===== src/rtl/wba_pkg.sv =====
// Package: shared constants and types for the write buffer allocator.
// Assumes the buffer count is fixed at four by the surrounding data path.
package wba_pkg;
    localparam int NUM_BUF = 4;
    localparam int BUF_IDX_W = $clog2(NUM_BUF);
    typedef logic [BUF_IDX_W-1:0] buf_idx_t;
endpackage


===== src/rtl/wba_occ_cnt.sv =====
// Module: outstanding-command counter for one write buffer.
// Counts accepted writes up and drain pulses down. A drain at zero is dropped.
// Assumes the caller never increments while full is high.
module wba_occ_cnt #(
    parameter int CNT_W = 3
) (
    input  logic             clk,
    input  logic             rst_n,
    input  logic             inc,
    input  logic             dec,
    output logic [CNT_W-1:0] cnt,
    output logic             empty,
    output logic             full
);
    localparam logic [CNT_W-1:0] CNT_MAX = {CNT_W{1'b1}};

    logic dec_eff;

    // Purpose: qualify the drain so a zero count never underflows.
    always_comb begin
        dec_eff = dec && (cnt != '0);
        empty   = (cnt == '0);
        full    = (cnt == CNT_MAX);
    end

    // Purpose: hold the outstanding count, net of same-cycle inc and dec.
    always_ff @(posedge clk) begin
        if (!rst_n) begin
            cnt <= '0;
        end else if (inc && !dec_eff) begin
            cnt <= cnt + 1'b1;
        end else if (!inc && dec_eff) begin
            cnt <= cnt - 1'b1;
        end
    end

    a_r7_no_overflow: assert property (@(posedge clk) disable iff (!rst_n)
        inc |-> (cnt != CNT_MAX));

    a_r5_drain_at_zero: assert property (@(posedge clk) disable iff (!rst_n)
        (cnt == '0 && dec && !inc) |=> (cnt == '0));

    a_r4_inc_dec_hold: assert property (@(posedge clk) disable iff (!rst_n)
        (inc && dec && cnt != '0) |=> $stable(cnt));
endmodule


===== src/rtl/wba_free_pick.sv =====
// Module: picks the lowest-numbered set bit of a free vector.
// Purely combinational; idx is meaningful only when any is high.
module wba_free_pick
    import wba_pkg::*;
(
    input  logic [NUM_BUF-1:0] free_vec,
    output logic               any,
    output buf_idx_t           idx
);
    // Purpose: scan from the top down so the lowest free index wins.
    always_comb begin
        idx = '0;
        for (int i = NUM_BUF - 1; i >= 0; i--) begin
            if (free_vec[i]) idx = buf_idx_t'(i);
        end
        any = |free_vec;
    end
endmodule


===== src/rtl/wbuf_sticky_alloc.sv =====
// Module: assigns each write command to one of four write buffers.
// A write repeating the previous accepted source is pinned to that buffer;
// otherwise the lowest free (zero-count) buffer is used. Stalls with
// wr_ready low when the target cannot take the write.
// Assumes drains arrive in each buffer's storage order and never exceed
// the number of accepted writes on that buffer.
module wbuf_sticky_alloc
    import wba_pkg::*;
#(
    parameter int SRC_W = 4,
    parameter int CNT_W = 3
) (
    input  logic             clk,
    input  logic             rst_n,
    input  logic             wr_valid,
    input  logic [SRC_W-1:0] wr_src,
    output logic             wr_ready,
    output logic [1:0]       wr_buf,
    input  logic             drain_valid,
    input  logic [1:0]       drain_buf
);
    logic             last_vld;
    logic [SRC_W-1:0] last_src;
    buf_idx_t         last_buf;

    logic [NUM_BUF-1:0] inc_vec, dec_vec, empty_vec, full_vec;
    logic [CNT_W-1:0]   cnt_arr [NUM_BUF];

    logic     stick, any_free, accept;
    buf_idx_t pick_idx;

    // One occupancy counter per buffer.
    for (genvar g = 0; g < NUM_BUF; g++) begin : g_buf
        // Purpose: route accept and drain strobes to buffer g.
        always_comb begin
            inc_vec[g] = accept && (wr_buf == buf_idx_t'(g));
            dec_vec[g] = drain_valid && (drain_buf == buf_idx_t'(g));
        end

        wba_occ_cnt #(.CNT_W(CNT_W)) u_cnt (
            .clk   (clk),
            .rst_n (rst_n),
            .inc   (inc_vec[g]),
            .dec   (dec_vec[g]),
            .cnt   (cnt_arr[g]),
            .empty (empty_vec[g]),
            .full  (full_vec[g])
        );
    end

    wba_free_pick u_pick (
        .free_vec (empty_vec),
        .any      (any_free),
        .idx      (pick_idx)
    );

    // Purpose: choose between the pinned buffer and the lowest free one.
    always_comb begin
        stick    = last_vld && (wr_src == last_src);
        wr_ready = stick ? !full_vec[last_buf] : any_free;
        wr_buf   = stick ? last_buf : pick_idx;
        accept   = wr_valid && wr_ready;
    end

    // Purpose: remember the source and buffer of the last accepted write.
    always_ff @(posedge clk) begin
        if (!rst_n) begin
            last_vld <= 1'b0;
            last_src <= '0;
            last_buf <= '0;
        end else if (accept) begin
            last_vld <= 1'b1;
            last_src <= wr_src;
            last_buf <= wr_buf;
        end
    end

    a_r3_sticky_reuse: assert property (@(posedge clk) disable iff (!rst_n)
        (accept && last_vld && wr_src == last_src) |-> (wr_buf == last_buf));

    a_r2_new_src_free: assert property (@(posedge clk) disable iff (!rst_n)
        (accept && !stick) |-> (cnt_arr[wr_buf] == '0));

    a_r2_lowest_free: assert property (@(posedge clk) disable iff (!rst_n)
        (accept && !stick) |->
            ((empty_vec & ((NUM_BUF'(1) << wr_buf) - NUM_BUF'(1))) == '0));

    a_r6_stall_none_free: assert property (@(posedge clk) disable iff (!rst_n)
        (wr_valid && !stick && !wr_ready) |-> (empty_vec == '0));

    a_r7_stall_pinned_full: assert property (@(posedge clk) disable iff (!rst_n)
        (wr_valid && stick && !wr_ready) |-> (cnt_arr[last_buf] == {CNT_W{1'b1}}));

    a_r8_hold_on_stall: assert property (@(posedge clk) disable iff (!rst_n)
        !accept |=> ($stable(last_src) && $stable(last_vld) && $stable(last_buf)));
endmodule


===== config.mk =====
export PLATFORM = sky130hd
export DESIGN_NAME = wbuf_sticky_alloc
export DESIGN_NICKNAME = d
export VERILOG_FILES = /design/src/rtl/wba_pkg.sv /design/src/rtl/wba_occ_cnt.sv /design/src/rtl/wba_free_pick.sv /design/src/rtl/wbuf_sticky_alloc.sv
export SDC_FILE = /design/constraint.sdc
export NUM_CORES = 1
export LEC_CHECK = 0
export CAP_MARGIN = 20
export CORE_UTILIZATION = 45
export CTS_BUF_LIST = sky130_fd_sc_hd__clkbuf_4 sky130_fd_sc_hd__clkbuf_8
export CTS_CLUSTER_DIAMETER = 50
export DETAILED_ROUTE_END_ITERATION = 16
export GPL_ROUTABILITY_DRIVEN = 0
export PLACE_DENSITY = 0.68
export SLEW_MARGIN = 5
export SYNTH_ARGS = -nofsm -noshare
export SYNTH_HDL_FRONTEND = slang
export SYNTH_SLANG_ARGS = --single-unit

===== constraint.sdc =====
create_clock -name clk -period 2.7 [get_ports clk]
set_clock_uncertainty 0.05 [all_clocks]
set_input_delay 0.27 -clock clk [delete_from_list [all_inputs] [get_ports clk]]
set_output_delay 0.27 -clock clk [all_outputs]
set_load 0.01 [all_outputs]

Word-level counts from Yosys, hierarchy flattened
Index checks and enable logic that the tools add are counted.
Widths: inputs -> output; s select.
- flip-flop bits (word level): 19
- bits of input ports: 10
- output and inout port bits: 3
- word-level logic and storage cells: 89
- add/sub/neg operators: 8
- order comparisons: 1
- eq/ne operators: 11
- multiplexer cells: 16
- reductions and logical operators: 46
- operators with widths (operator ; count):
    $mux 3 ; 8
    $logic_and 1x1->1 ; 22
    $add 3x1->3 const B ; 4
    $eq 3x3->1 const B ; 4
    $logic_not 3->1 ; 4
    $reduce_bool 3->1 ; 4
    $sub 3x1->3 const B ; 4
    $mux 2 ; 5
    $logic_not 1->1 ; 9
    $eq 2x2->1 const B ; 4
    $reduce_bool 2->1 ; 4
    $eq 2x1->1 const B ; 2
    $eq 4x4->1 ; 1
    $logic_not 2->1 ; 2
    $reduce_or 4->1 ; 1
    $lt 2x3->1 const B ; 1
    $bmux 1 s2 ; 1
    $mux 1 ; 2

Logic depth before layout (Yosys ltp)
Gate-level depths: netlist of run 1.
- word-level depth: 12
- mapped depth: 12

Modules after synthesis
Synthesis of run 1 repeated with hierarchy kept, for this count alone.
- cells, all modules: 136
- area, all modules: 1258.7 sq um
- modules (own cells, without submodules) (module ; instances ; cells an instance ; area an instance (sq um)):
    wba_occ_cnt ; 4 ; 17 ; 172.7
    wbuf_sticky_alloc ; 1 ; 61 ; 533.0
    wba_free_pick ; 1 ; 7 ; 35.0

Worst setup path before layout of run 1
Ideal clock, no wire load.
- path kind: flip-flop to flip-flop
- start point: register g_buf[2].u_cnt.cnt[1]
- end point: register g_buf[2].u_cnt.cnt[2]
- arrival time: 2.707 ns
- setup slack: -0.127 ns
- stages on the path, launching flop included: 13
- path buffers: 1
- clock period less this slack: 2.827 ns
- cells stage by stage: dfxtp_1 > or3_1 > nor4bb_1 > o21ai_0 > and3_1 > buf_6 > and3_2 > ha_1 > inv_1 > fa_1 > xor2_1 > or3_1 > a21oi_1
- cells in the longest elaborated chain, start to end: 10
- RTL lines (what ; RTL line ; source):
    from (decl) ; wba_occ_cnt.sv:11 ; output logic [CNT_W-1:0] cnt,
    from (signal assigned) ; wba_occ_cnt.sv:31 ; cnt <= cnt + 1'b1;
    from (signal assigned) ; wba_occ_cnt.sv:33 ; cnt <= cnt - 1'b1;
    $eq 3x3->1 or $logic_not 3->1 (tied branches) ; wba_occ_cnt.sv:23, wba_occ_cnt.sv:22 ;
    $bmux 1 s2 or $mux 2 (tied branches) ; wbuf_sticky_alloc.sv:60, wba_free_pick.sv:14 ;
    $mux 1 (implied by the code) or $mux 2 (tied branches) ; wbuf_sticky_alloc.sv:60, wba_free_pick.sv:14 ;
    $logic_not 1->1 or $mux 2 (tied branches) ; wbuf_sticky_alloc.sv:60, wba_free_pick.sv:14 ;
    $mux 1 or $mux 2 (tied branches) ; wbuf_sticky_alloc.sv:60, wbuf_sticky_alloc.sv:61 ;
    $logic_and 1x1->1 or $eq 2x2->1 (tied branches) ; wbuf_sticky_alloc.sv:62, wbuf_sticky_alloc.sv:36 ;
    $logic_and 1x1->1 ; wbuf_sticky_alloc.sv:36 ; inc_vec[g] = accept && (wr_buf == buf_idx_t'(g));
    $logic_not 1->1 ; wba_occ_cnt.sv:32 ; end else if (!inc && dec_eff) begin
    $logic_and 1x1->1 ; wba_occ_cnt.sv:32 ;
    $reduce_bool 2->1 (no source line) ; - ;
Several ways; a longest one is shown, not always the timed one. The select of a mux whose other input is x is not followed.
A chain may end at the register's enable or synchronous reset.

Worst setup path in the final report of run 1
- start point: register last_buf[0]
- end point: register g_buf[0].u_cnt.cnt[2]
- cells in the longest elaborated chain, start to end: 9
- RTL lines (what ; RTL line ; source):
    from (decl) ; wbuf_sticky_alloc.sv:24 ; buf_idx_t last_buf;
    from (signal assigned) ; wbuf_sticky_alloc.sv:74 ; last_buf <= wr_buf;
    $bmux 1 s2 ; wbuf_sticky_alloc.sv:60 ; wr_ready = stick ? !full_vec[last_buf] : any_free;
    $mux 1 (implied by the code) ; wbuf_sticky_alloc.sv:60 ;
    $logic_not 1->1 ; wbuf_sticky_alloc.sv:60 ;
    $mux 1 ; wbuf_sticky_alloc.sv:60 ;
    $logic_and 1x1->1 ; wbuf_sticky_alloc.sv:62 ; accept = wr_valid && wr_ready;
    $logic_and 1x1->1 (*) ; wbuf_sticky_alloc.sv:36 ;
    $logic_not 1->1 ; wba_occ_cnt.sv:32 ;
    $logic_and 1x1->1 ; wba_occ_cnt.sv:32 ;
    $reduce_bool 2->1 (no source line) ; - ;
    to (signal assigned) ; wba_occ_cnt.sv:31 ;
    to (signal assigned) ; wba_occ_cnt.sv:33 ;
    to (decl) ; wba_occ_cnt.sv:11 ;
Mark *: on every way between the ends. The rest lies on a longest branch, timed or not. The select of a mux whose other input is x is not followed.

==> results of run 1 <==
==> logic make-up after synthesis <==
| group | after synthesis |
|---|---|
| multiplexers | 10 |
| AND/OR/NAND/NOR | 48 |
| AO/OA/AOI/OAI | 16 |
| flip-flops | 19 |
| XOR/XNOR | 12 |
| buffers and inverters | 9 |
| adder cells (fa/ha/maj) | 8 |
==> how the worst max path moves through the flow <==
stage / cells after the start / slack (ns) / startpoint / endpoint
floorplan: 12 / -0.02 / g_buf[2].u_cnt.cnt[2]$_SDFFE_PN0P_ / g_buf[2].u_cnt.cnt[2]$_SDFFE_PN0P_
global placement: 12 / -0.45 / wr_src[2] / g_buf[1].u_cnt.cnt[2]$_SDFFE_PN0P_
detailed placement: 12 / -0.53 / wr_src[2] / g_buf[1].u_cnt.cnt[2]$_SDFFE_PN0P_
CTS: 12 / -0.0003 / g_buf[2].u_cnt.cnt[1]$_SDFFE_PN0P_ / g_buf[0].u_cnt.cnt[2]$_SDFFE_PN0P_
global route: 12 / -0.13 / last_buf[0]$_SDFFE_PN0P_ / g_buf[0].u_cnt.cnt[2]$_SDFFE_PN0P_
finish: 12 / -0.04 / last_buf[0]$_SDFFE_PN0P_ / g_buf[0].u_cnt.cnt[2]$_SDFFE_PN0P_
==> layout make-up <==
class | count | area share, %
clock buffer | 4 | 1.70
inverter | 6 | 1.27
multi-input combinational | 94 | 50.7
timing repair buffer | 47 | 22.2
sequential | 19 | 22.1
tap | 28 | 1.98
==> sequential cells by signal, summed over array words and instances (netlist names) <==
register / count
g_buf.u_cnt.cnt: 12
last_buf: 2
last_src: 4
last_vld: 1
==> through the flow <==
stage	setup slack (ns)	instance area [µm²]
CTS	-0.000298	1690
finish	-0.0440	1770
global placement	-0.453	1510
detailed placement	-0.531	1510
floorplan	-0.0208	1170
global route	-0.131	1770
==> cell usage in the layout, fill, tap and decap left out, types with 2 or more instances in the layout <==
cell	n
a21oi_1	3
and3_4	4
clkbuf_4	4
xor2_1	8
fa_2	4
nand2_1	8
nor2_1	8
a21oi_2	2
ha_4	2
buf_6	4
buf_4	31
dlygate4sd2_1	4
nor3_1	3
nand4_1	2
nand4b_1	2
nor3_2	2
or3_4	2
or3_1	4
ha_2	2
a211oi_2	2
dfxtp_2	9
clkdlybuf4s50_1	7
mux2i_1	8
inv_2	5
o21ai_0	4
dfxtp_1	10
xnor2_2	3
==> worst max-delay path, stage by stage (launching register included) <==
cell and delay [ns]:
dfxtp_2 0.40, and4b_2 0.25, nor3_1 0.20, or4_4 0.17, buf_6 0.11, nand3_4 0.11, nor3_2 0.22, ha_2 0.22
inv_2 0.04, fa_2 0.33, xor2_1 0.15, or3_1 0.31, a21oi_1 0.12
==> layer usage <==
layer / vias to the layer above / share of wire, % / track usage, %
met4: 0 / 0.94 / 7.46
met1: 537 / 46 / 28.5
met3: 4 / 2.6 / 6.09
met5: - / 0 / 0
met2: 15 / 50 / 40.5
li1: 532 / - / -
==> timing repair <==
item                       CTS  global route
buffers inserted             6             3
cloned                       0             0
pin swaps                   18            11
setup endpoints to repair    8             9
resized for setup           33            20
==> power breakdown <==
group	leakage (µW)	internal (µW)	switching [µW]
Clock	0.0000184	67.7	92.3
Combinational	0.000581	645	493
Sequential	0.000160	360	69.7
==> key figures, run 1 <==
Min path
  – Hold path startpoint: wr_src[0]
  – Hold path endpoint: last_src[0]$_SDFFE_PN0P_
  – Min-Delay Path Depth: 3
  – Hold Crit Class: input pin to register

Logic synthesis
  – FFs w/ async S/R, synth: 0%
  – Yosys warnings: 0
  – Sequential element share of the synthesized area: 33.4%
  – Post-synth top area cell: dfxtp_1
  – Synth top area share: 33.4%
  – Largest family of logic cells by synthesized area: simple AND/OR/NAND/NOR gates
  – #FFs+latches synth: 19
  – Mux cell area share after synthesis: 8.90%
  – Synth cell count leaders: 19 x dfxtp_1, 10 x nor2_1, 9 x mux2i_1, 9 x nand2_1, 8 x xor2_1
  – Synth Cell Area: 0.00114 mm²
  – Top_reg_cell synth: dfxtp_1
  – Average size of a mapped cell: 9.33 µm²
  – Area share of fa/ha/maj cells after synthesis: 11.4%
  – Post-Synth XOR/XNOR Area: 9.23%
  – Synth unique cells: 34
  – Ranking of synthesized cells by area: dfxtp_1 33%, mux2i_1 7.9%, fa_1 7.0%
  – Post-Syn Nets: 140
  – Post-synth EDFFs: 0
  – Synthesized instance count: 122
  – Compound-gate portion of the synthesized area: 9.01%
  – Count leader, synth: dfxtp_1
  – Simple logic cell fraction of the synthesized area: 24.4%

Cells and area
  – Antenna diodes: 0
  – Multi-input logic area: 897 µm²
  – Util after Layout: 77.0%
  – Final instance count without filler cells: 198
  – Layout cells sized above 1: 54.1%
  – Area Growth Syn to Fin: 55.4%
  – Fillers: 151
  – Layout net count: 189
  – FF/Latch Area: 392 µm²

Floorplan
  – Initial core utilization: 49.6%
  – Die footprint: 0.00274 mm²
  – CORE AREA: 0.00230 mm²
  – Chip Height: 52.3 µm
  – Row Count: 17
  – Die W: 52.3 µm
  – I/O pins: 13

STA
  – Max Transition Viols Final: 0
  – Final setup fails: 2
  – Worst Tran Pin Value: 0.471 ns
  – Tmin final: 2.74 ns
  – Period utilisation layout: 102%
  – Setup TNS: -0.0591 ns
  – RSZ-0062 raised after global routing: yes
  – Fin. Hold Viols: 0
  – Fmax: 364 MHz
  – Final worst slack: -0.0440 ns
  – Worst slew margin: 68.6%
  – Hold_ws: 0.334 ns

Place
  – Cells after DPL: 186
  – Port bufs: 12
  – Post-DP HPWL: 1940 µm

Clock tree
  – Clock sink count: 19
  – CTS tree: built
  – CTS root buffer: clkbuf_4
  – CTS Buf Count: 3
  – Clk pin slew, worst setup/hold paths: 0.11 ns
  – Later-pin clock latency in the skew report: 0.30 ns
  – CTS Buffer Depth: 2
  – CTS HTree Levels: 1
  – Post-CTS Hold Fix Bufs: 0

GRT
  – Vias in the first global route: 1,041
  – GRT Total Usage: 23.6%
  – Largest net degree at the start of global routing: 14
  – First-pass GRT wire length: 4660 µm
  – Initial antenna violation count: 0
  – Total grt overflow: 0

Critical path
  – Worst R2R Setup Slack: -0.04 ns
  – Critical Path RT: 2.89 ns
  – Startpoint types: register
  – CP Max Fanout: 5
  – Kind of critical path: register to register
  – Reg2reg end: g_buf[0].u_cnt.cnt[2]$_SDFFE_PN0P_
  – Register-to-Register Path Depth: 12
  – Reg-to-reg startpoint: last_buf[0]$_SDFFE_PN0P_
  – Worst EP arrival: 2.93 ns
  – Worst Setup End Kind: register

Pwr
  – Total Power: 1730 µW
  – VDD IR max: 867 µV
  – P_leak: 0.000759 µW
  – Total power per unit cell area: 977 mW/mm²

Run status
  – Failing checks: setup timing
  – Status: finished, violations left

Route
  – DR WL/cell: 15.0 µm
  – Drt first pass iters: 4
  – Via Count: 1,088
  – Number of antenna-violating nets in the routed design: 0
  – DRT Wirelength: 2970 µm
  – Vias per std cell: 5.49
  – DRC: 0
  – DRT iter0 DRCs: 7

Flow run
  – Max-cap violations: 0
Power figures use the tool's default switching activity.
==> run 2, diff against run 1 <==
--- a/config.mk
+++ b/config.mk
@@ -6,12 +6,12 @@
 export NUM_CORES = 1
 export LEC_CHECK = 0
 export CAP_MARGIN = 20
-export CORE_UTILIZATION = 45
+export CORE_UTILIZATION = 52
 export CTS_BUF_LIST = sky130_fd_sc_hd__clkbuf_4 sky130_fd_sc_hd__clkbuf_8
 export CTS_CLUSTER_DIAMETER = 50
 export DETAILED_ROUTE_END_ITERATION = 16
 export GPL_ROUTABILITY_DRIVEN = 0
-export PLACE_DENSITY = 0.68
+export PLACE_DENSITY = 0.77
 export SLEW_MARGIN = 5
 export SYNTH_ARGS = -nofsm -noshare
 export SYNTH_HDL_FRONTEND = slang
==> run 2 against run 1 <==
Compared with the run above:
- the run still ends with setup timing left
- fmax shrank 9.0%
- via count up 12%
- cell count decreased by 0.51%
- die area decreased by 13%
- sequential power is 4.9% higher
- hold slack got worse by 0.0049 ns
- wire length grew 39%
- first-iteration DRC count rose to 7.0 times the previous value
- critical path type unchanged
- largest cell class unchanged
- largest power group unchanged
==> key figures, run 2 (same netlist as run 1, synthesis figures left out) <==
Cells and area
  – Most frequent cells in the layout: 33 x buf_4, 9 x nor2_1, 9 x nand2_1
  – Design Area, Final: 0.00179 mm²
  – Final instance count without filler cells: 197
  – Fillers: 83
  – Largest regs: g_buf.u_cnt.cnt x12, last_src x4, last_buf x2
  – Area Growth Syn to Fin: 56.8%
  – Largest register FFs: 12
  – Layout cells sized above 1: 54.7%
  – Most flops, register: g_buf.u_cnt.cnt
  – Commonest non-fill, non-tap cell in the layout: buf_4
  – Layout net count: 189
  – Antenna diodes: 0

Route
  – DR WL/cell: 20.9 µm
  – DRC: 0
  – Number of antenna-violating nets in the routed design: 0
  – Via Count: 1,217
  – DRT iter0 DRCs: 49
  – Drt first pass iters: 4
  – Vias per std cell: 6.18
  – DRT Wirelength: 4110 µm

Critical path
  – Startpoint types: register
  – Critical Path RT: 2.87 ns
  – Crit path from: last_src[1]$_SDFFE_PN0P_
  – Reg-to-reg startpoint: last_src[1]$_SDFFE_PN0P_
  – CP Max Fanout: 3
  – Worst EP arrival: 3.19 ns
  – Kind of critical path: register to register
  – Worst Setup End Kind: register

Clock tree
  – CTS Buffer Depth: 2
  – CTS Buf Count: 3
  – Clock sink count: 19
  – CTS HTree Levels: 1
  – Post-CTS Hold Fix Bufs: 0
  – CTS tree: built
  – Clk pin slew, worst setup/hold paths: 0.11 ns
  – CTS root buffer: clkbuf_4
  – Later-pin clock latency in the skew report: 0.31 ns

Pwr
  – Clock power frac: 8.6%
  – Sequential power share: 24.6%
  – Total power per unit cell area: 1020 mW/mm²
  – Internal Power: 1070 µW
  – Gate power share: 66.8%
  – Sw power: 762 µW
  – P_leak: 0.000781 µW
  – VDD IR max: 730 µV
  – Total Power: 1830 µW
  – Switching share of power: 41.6%

Run status
  – Status: finished, violations left
  – Failing checks: setup timing

Flow run
  – Max-cap violations: 0

Floorplan
  – Row Count: 16
  – Die footprint: 0.00238 mm²
  – Chip Height: 48.8 µm
  – Die W: 48.8 µm
  – Initial core utilization: 56.9%
  – I/O pins: 13
  – CORE AREA: 0.00200 mm²

STA
  – Worst Tran Pin Value: 0.500 ns
  – Fin. Hold Viols: 0
  – Final setup fails: 9
  – Period utilisation layout: 112%
  – Fmax: 332 MHz
  – RSZ-0062 raised after global routing: yes
  – Tmin final: 3.01 ns
  – Worst slew margin: 66.6%
  – Final worst slack: -0.314 ns
  – Max Transition Viols Final: 0

GRT
  – First-pass GRT wire length: 5830 µm
  – GRT Total Usage: 32.6%
  – Initial antenna violation count: 0
  – Largest net degree at the start of global routing: 14
  – Total grt overflow: 0
  – Vias in the first global route: 1,199

Place
  – Port bufs: 12
  – Post-DP HPWL: 2010 µm
  – Placed cell areas: 0.00149 mm²
  – Cells after DPL: 182

Min path
  – Hold path startpoint: wr_src[0]
  – Hold Crit Class: input pin to register
[run 2: worst max-delay path, stage by stage (launching register included)]
cell,delay [ns]
dfxtp_2,0.35
xnor2_2,0.20
nand3_2,0.16
buf_4,0.17
o21ai_2,0.25
and3_4,0.26
and3_4,0.20
ha_4,0.14
inv_2,0.04
fa_2,0.33
xor2_1,0.18
or3_4,0.39
a21oi_2,0.18
[run 2: routing by layer]
| metal | GRT usage [%] | vias to the layer above | wire (µm) |
|---|---|---|---|
| li1 | - | 531 | - |
| met1 | 39.8 | 583 | 1500 |
| met2 | 57.9 | 69 | 1950 |
| met3 | 5.92 | 34 | 326 |
| met4 | 9.80 | 0 | 329 |
| met5 | 0 | - | 0 |
[run 2: timing repair]
action	in CTS	in global routing
gates resized for setup	31	24
setup endpoints to repair	7	10
setup buffers	8	3
pin swaps	19	9
[run 2: through the flow]
step                util (%)  setup slack [ns]  setup TNS [ns]  hold WS (ns)
floorplan                  -           -0.0208         -0.0231         0.362
global placement        74.3            -0.422           -3.16         0.397
detailed placement      74.3            -0.504           -3.71         0.413
CTS                     83.8           -0.0181         -0.0333         0.320
global route            89.2            -0.331           -1.80         0.350
finish                  89.2            -0.314           -1.30         0.329
[run 2: path summary, 6_finish.rpt]
kind	end	slack [ns]	cells past startpoint
setup / recovery	g_buf[2].u_cnt.cnt[2]$_SDFFE_PN0P_	-0.31	12
hold / removal	last_src[0]$_SDFFE_PN0P_	0.33	3
hold reg to reg	last_src[0]$_SDFFE_PN0P_	0.44	2
setup reg to reg	g_buf[2].u_cnt.cnt[2]$_SDFFE_PN0P_	-0.31	12
[run 2: power by group through the flow]
stage / Sequential (µW) / Combinational, µW / Clock, µW
finish: 451 / 1220 / 157
global route: 459 / 1300 / 170
CTS: 436 / 1030 / 158
detailed placement: 428 / 864 / 0
global placement: 422 / 823 / 0
floorplan: 424 / 505 / 0
[run 2: final cells by class]
class	count	area [µm²]	share of cell area [%]
well taps	27	33.8	1.89
multi-input cells	94	910	50.9
inverters	6	22.5	1.26
flip-flops and latches	19	402	22.5
clock buffers	4	30.0	1.68
repair buffers	47	388	21.7
==> run 3, diff against run 2 <==
--- a/config.mk
+++ b/config.mk
@@ -12,6 +12,7 @@
 export DETAILED_ROUTE_END_ITERATION = 16
 export GPL_ROUTABILITY_DRIVEN = 0
 export PLACE_DENSITY = 0.77
+export SKIP_CTS_REPAIR_TIMING = 1
 export SLEW_MARGIN = 5
 export SYNTH_ARGS = -nofsm -noshare
 export SYNTH_HDL_FRONTEND = slang
==> run 3 against run 2 <==
Compared with the run above:
- the flow still finishes with violations (setup timing)
- critical path type unchanged
- die area unchanged
- setup slack better by 0.24 ns
- non-clock buffer count is 8 lower
- core utilization down 4.4 points
- hold slack got worse by 0.10 ns
- global-route usage decreased by 8.5 points
- largest power group unchanged
- critical endpoint is now g_buf[1].u_cnt.cnt[2]$_SDFFE_PN0P_
==> key figures, run 3 (same netlist as run 1, synthesis figures left out) <==
STA
  – Worst Tran Pin Value: 0.501 ns
  – Worst slew margin: 66.6%
  – RSZ-0062 raised after global routing: yes
  – Period utilisation layout: 103%
  – Tmin final: 2.78 ns
  – Fmax: 360 MHz
  – Fin. Hold Viols: 0
  – Final worst slack: -0.0763 ns
  – Final setup fails: 5
  – Max Transition Viols Final: 0
  – Setup TNS: -0.224 ns

Clock tree
  – CTS Buf Count: 3
  – CTS Buffer Depth: 2
  – CTS tree: built
  – CTS root buffer: clkbuf_4
  – Clock sink count: 19
  – Later-pin clock latency in the skew report: 0.31 ns
  – CTS HTree Levels: 1
  – Clk pin slew, worst setup/hold paths: 0.11 ns

Route
  – Vias per std cell: 5.78
  – DR WL/cell: 16.5 µm
  – Via Count: 1,092
  – DRC: 0
  – DRT Wirelength: 3120 µm
  – Number of antenna-violating nets in the routed design: 0
  – Drt first pass iters: 4
  – DRT iter0 DRCs: 23

Min path
  – Hold path startpoint: wr_src[3]
  – Hold Crit Class: input pin to register

Cells and area
  – Most frequent cells in the layout: 27 x buf_4, 10 x dfxtp_1, 9 x nor2_1
  – Design Area, Final: 0.00170 mm²
  – Most flops, register: g_buf.u_cnt.cnt
  – Commonest non-fill, non-tap cell in the layout: buf_4
  – Largest regs: g_buf.u_cnt.cnt x12, last_src x4, last_buf x2
  – Util after Layout: 84.8%
  – Layout net count: 181
  – Antenna diodes: 0
  – Largest register FFs: 12
  – Layout cells sized above 1: 49.4%
  – Area Growth Syn to Fin: 49.0%
  – Final instance count without filler cells: 189

Critical path
  – Startpoint types: register
  – Slowest CP cell: dfxtp_2
  – CP cell instances: buf_4, nor3_1, a21oi_2, nor2_1, mux2i_2, buf_4, nor3_4, ha_2, inv_1, fa_2, xor2_1, or3_1, a21oi_1
  – Worst R2R Setup Slack: -0.08 ns
  – Reg-to-reg startpoint: g_buf[3].u_cnt.cnt[2]$_SDFFE_PN0P_
  – Kind of critical path: register to register
  – CP Max Fanout: 3
  – Crit path from: g_buf[3].u_cnt.cnt[2]$_SDFFE_PN0P_
  – Critical Path RT: 2.89 ns
  – Worst Setup End Kind: register
  – Most used cell, CP: buf_4
  – Slowest cell delay on critical path: 0.34 ns
  – Worst EP arrival: 2.97 ns

Place
  – Placed cell areas: 0.00149 mm²
  – Port bufs: 12
  – Cells after DPL: 182
  – Post-DP HPWL: 2010 µm

GRT
  – Vias in the first global route: 1,056
  – Largest net degree at the start of global routing: 14
  – Total grt overflow: 0
  – Initial antenna violation count: 0
  – First-pass GRT wire length: 4460 µm
  – GRT Total Usage: 24.1%

Floorplan
  – I/O pins: 13
  – Die W: 48.8 µm
  – Initial core utilization: 56.9%
  – CORE AREA: 0.00200 mm²
  – Chip Height: 48.8 µm
  – Row Count: 16
  – Die footprint: 0.00238 mm²

Pwr
  – Total power per unit cell area: 973 mW/mm²
  – P_leak: 0.000748 µW
  – Total Power: 1650 µW
  – Internal Power: 991 µW
  – Sw power: 659 µW
  – Sequential power share: 26.6%
  – Clock power frac: 9.5%
  – VDD IR max: 838 µV
  – Gate power share: 63.9%
  – Switching share of power: 39.9%

Run status
  – Status: finished, violations left
  – Failing checks: setup timing

Flow run
  – Max-cap violations: 0
## run 3: changes by cell type in the layout (fill, tap and decap cells not counted), sizes merged
cell	before	now
buf	35	27
dlymetal6s2s	1	5
dlygate4sd2	4	0
## run 3: per-layer routing
metal  vias up  GRT usage (%)  share of wire (%)
li1        515              -                  -
met1       545           29.6                 42
met2        25           41.7                 54
met3         7           6.23                3.2
met4         0           6.37               0.96
met5         -              0                  0
## run 3: path summary, 6_finish.rpt
path	endpoint	cells past startpoint
min	last_src[3]$_SDFFE_PN0P_	3
max reg2reg	g_buf[1].u_cnt.cnt[2]$_SDFFE_PN0P_	13
max	g_buf[1].u_cnt.cnt[2]$_SDFFE_PN0P_	13
min reg2reg	last_src[2]$_SDFFE_PN0P_	2
## run 3: area by class of cell
type	count	area, µm²
Sequential cell	19	394
Inverter	6	22.5
Tap cell	27	33.8
Multi-Input combinational cell	94	881
Timing Repair Buffer	39	335
Fill cell	105	305
Clock buffer	4	30.0
## run 3: critical path: cells and delay by family (launching register included)
family / cells / cell delay (ns)
DFF: 1 / 0.34
AOI/OAI and AO/OA: 2 / 0.25
adders and majority gates: 2 / 0.55
xor gates and xnor gates: 1 / 0.16
muxes: 1 / 0.12
and+or+nand+nor: 4 / 0.87
buffers and inverters: 3 / 0.35
## run 3: per-stage QoR
| stage | hold WS (ns) | setup slack [ns] |
|---|---|---|
| after floorplan | 0.362 | -0.0208 |
| after global placement | 0.397 | -0.422 |
| after detailed placement | 0.413 | -0.504 |
| after CTS | 0.430 | -0.210 |
| after global routing | 0.226 | -0.230 |
| final | 0.224 | -0.0763 |
## run 3: power by group through the flow
stage / registers (µW) / clock network [µW] / logic [µW]
2_1_floorplan: 424 / 0 / 505
3_3_place_gp: 422 / 0 / 823
3_5_place_dp: 428 / 0 / 864
4_1_cts: 422 / 158 / 874
5_1_grt: 449 / 170 / 1140
6_report: 439 / 157 / 1050
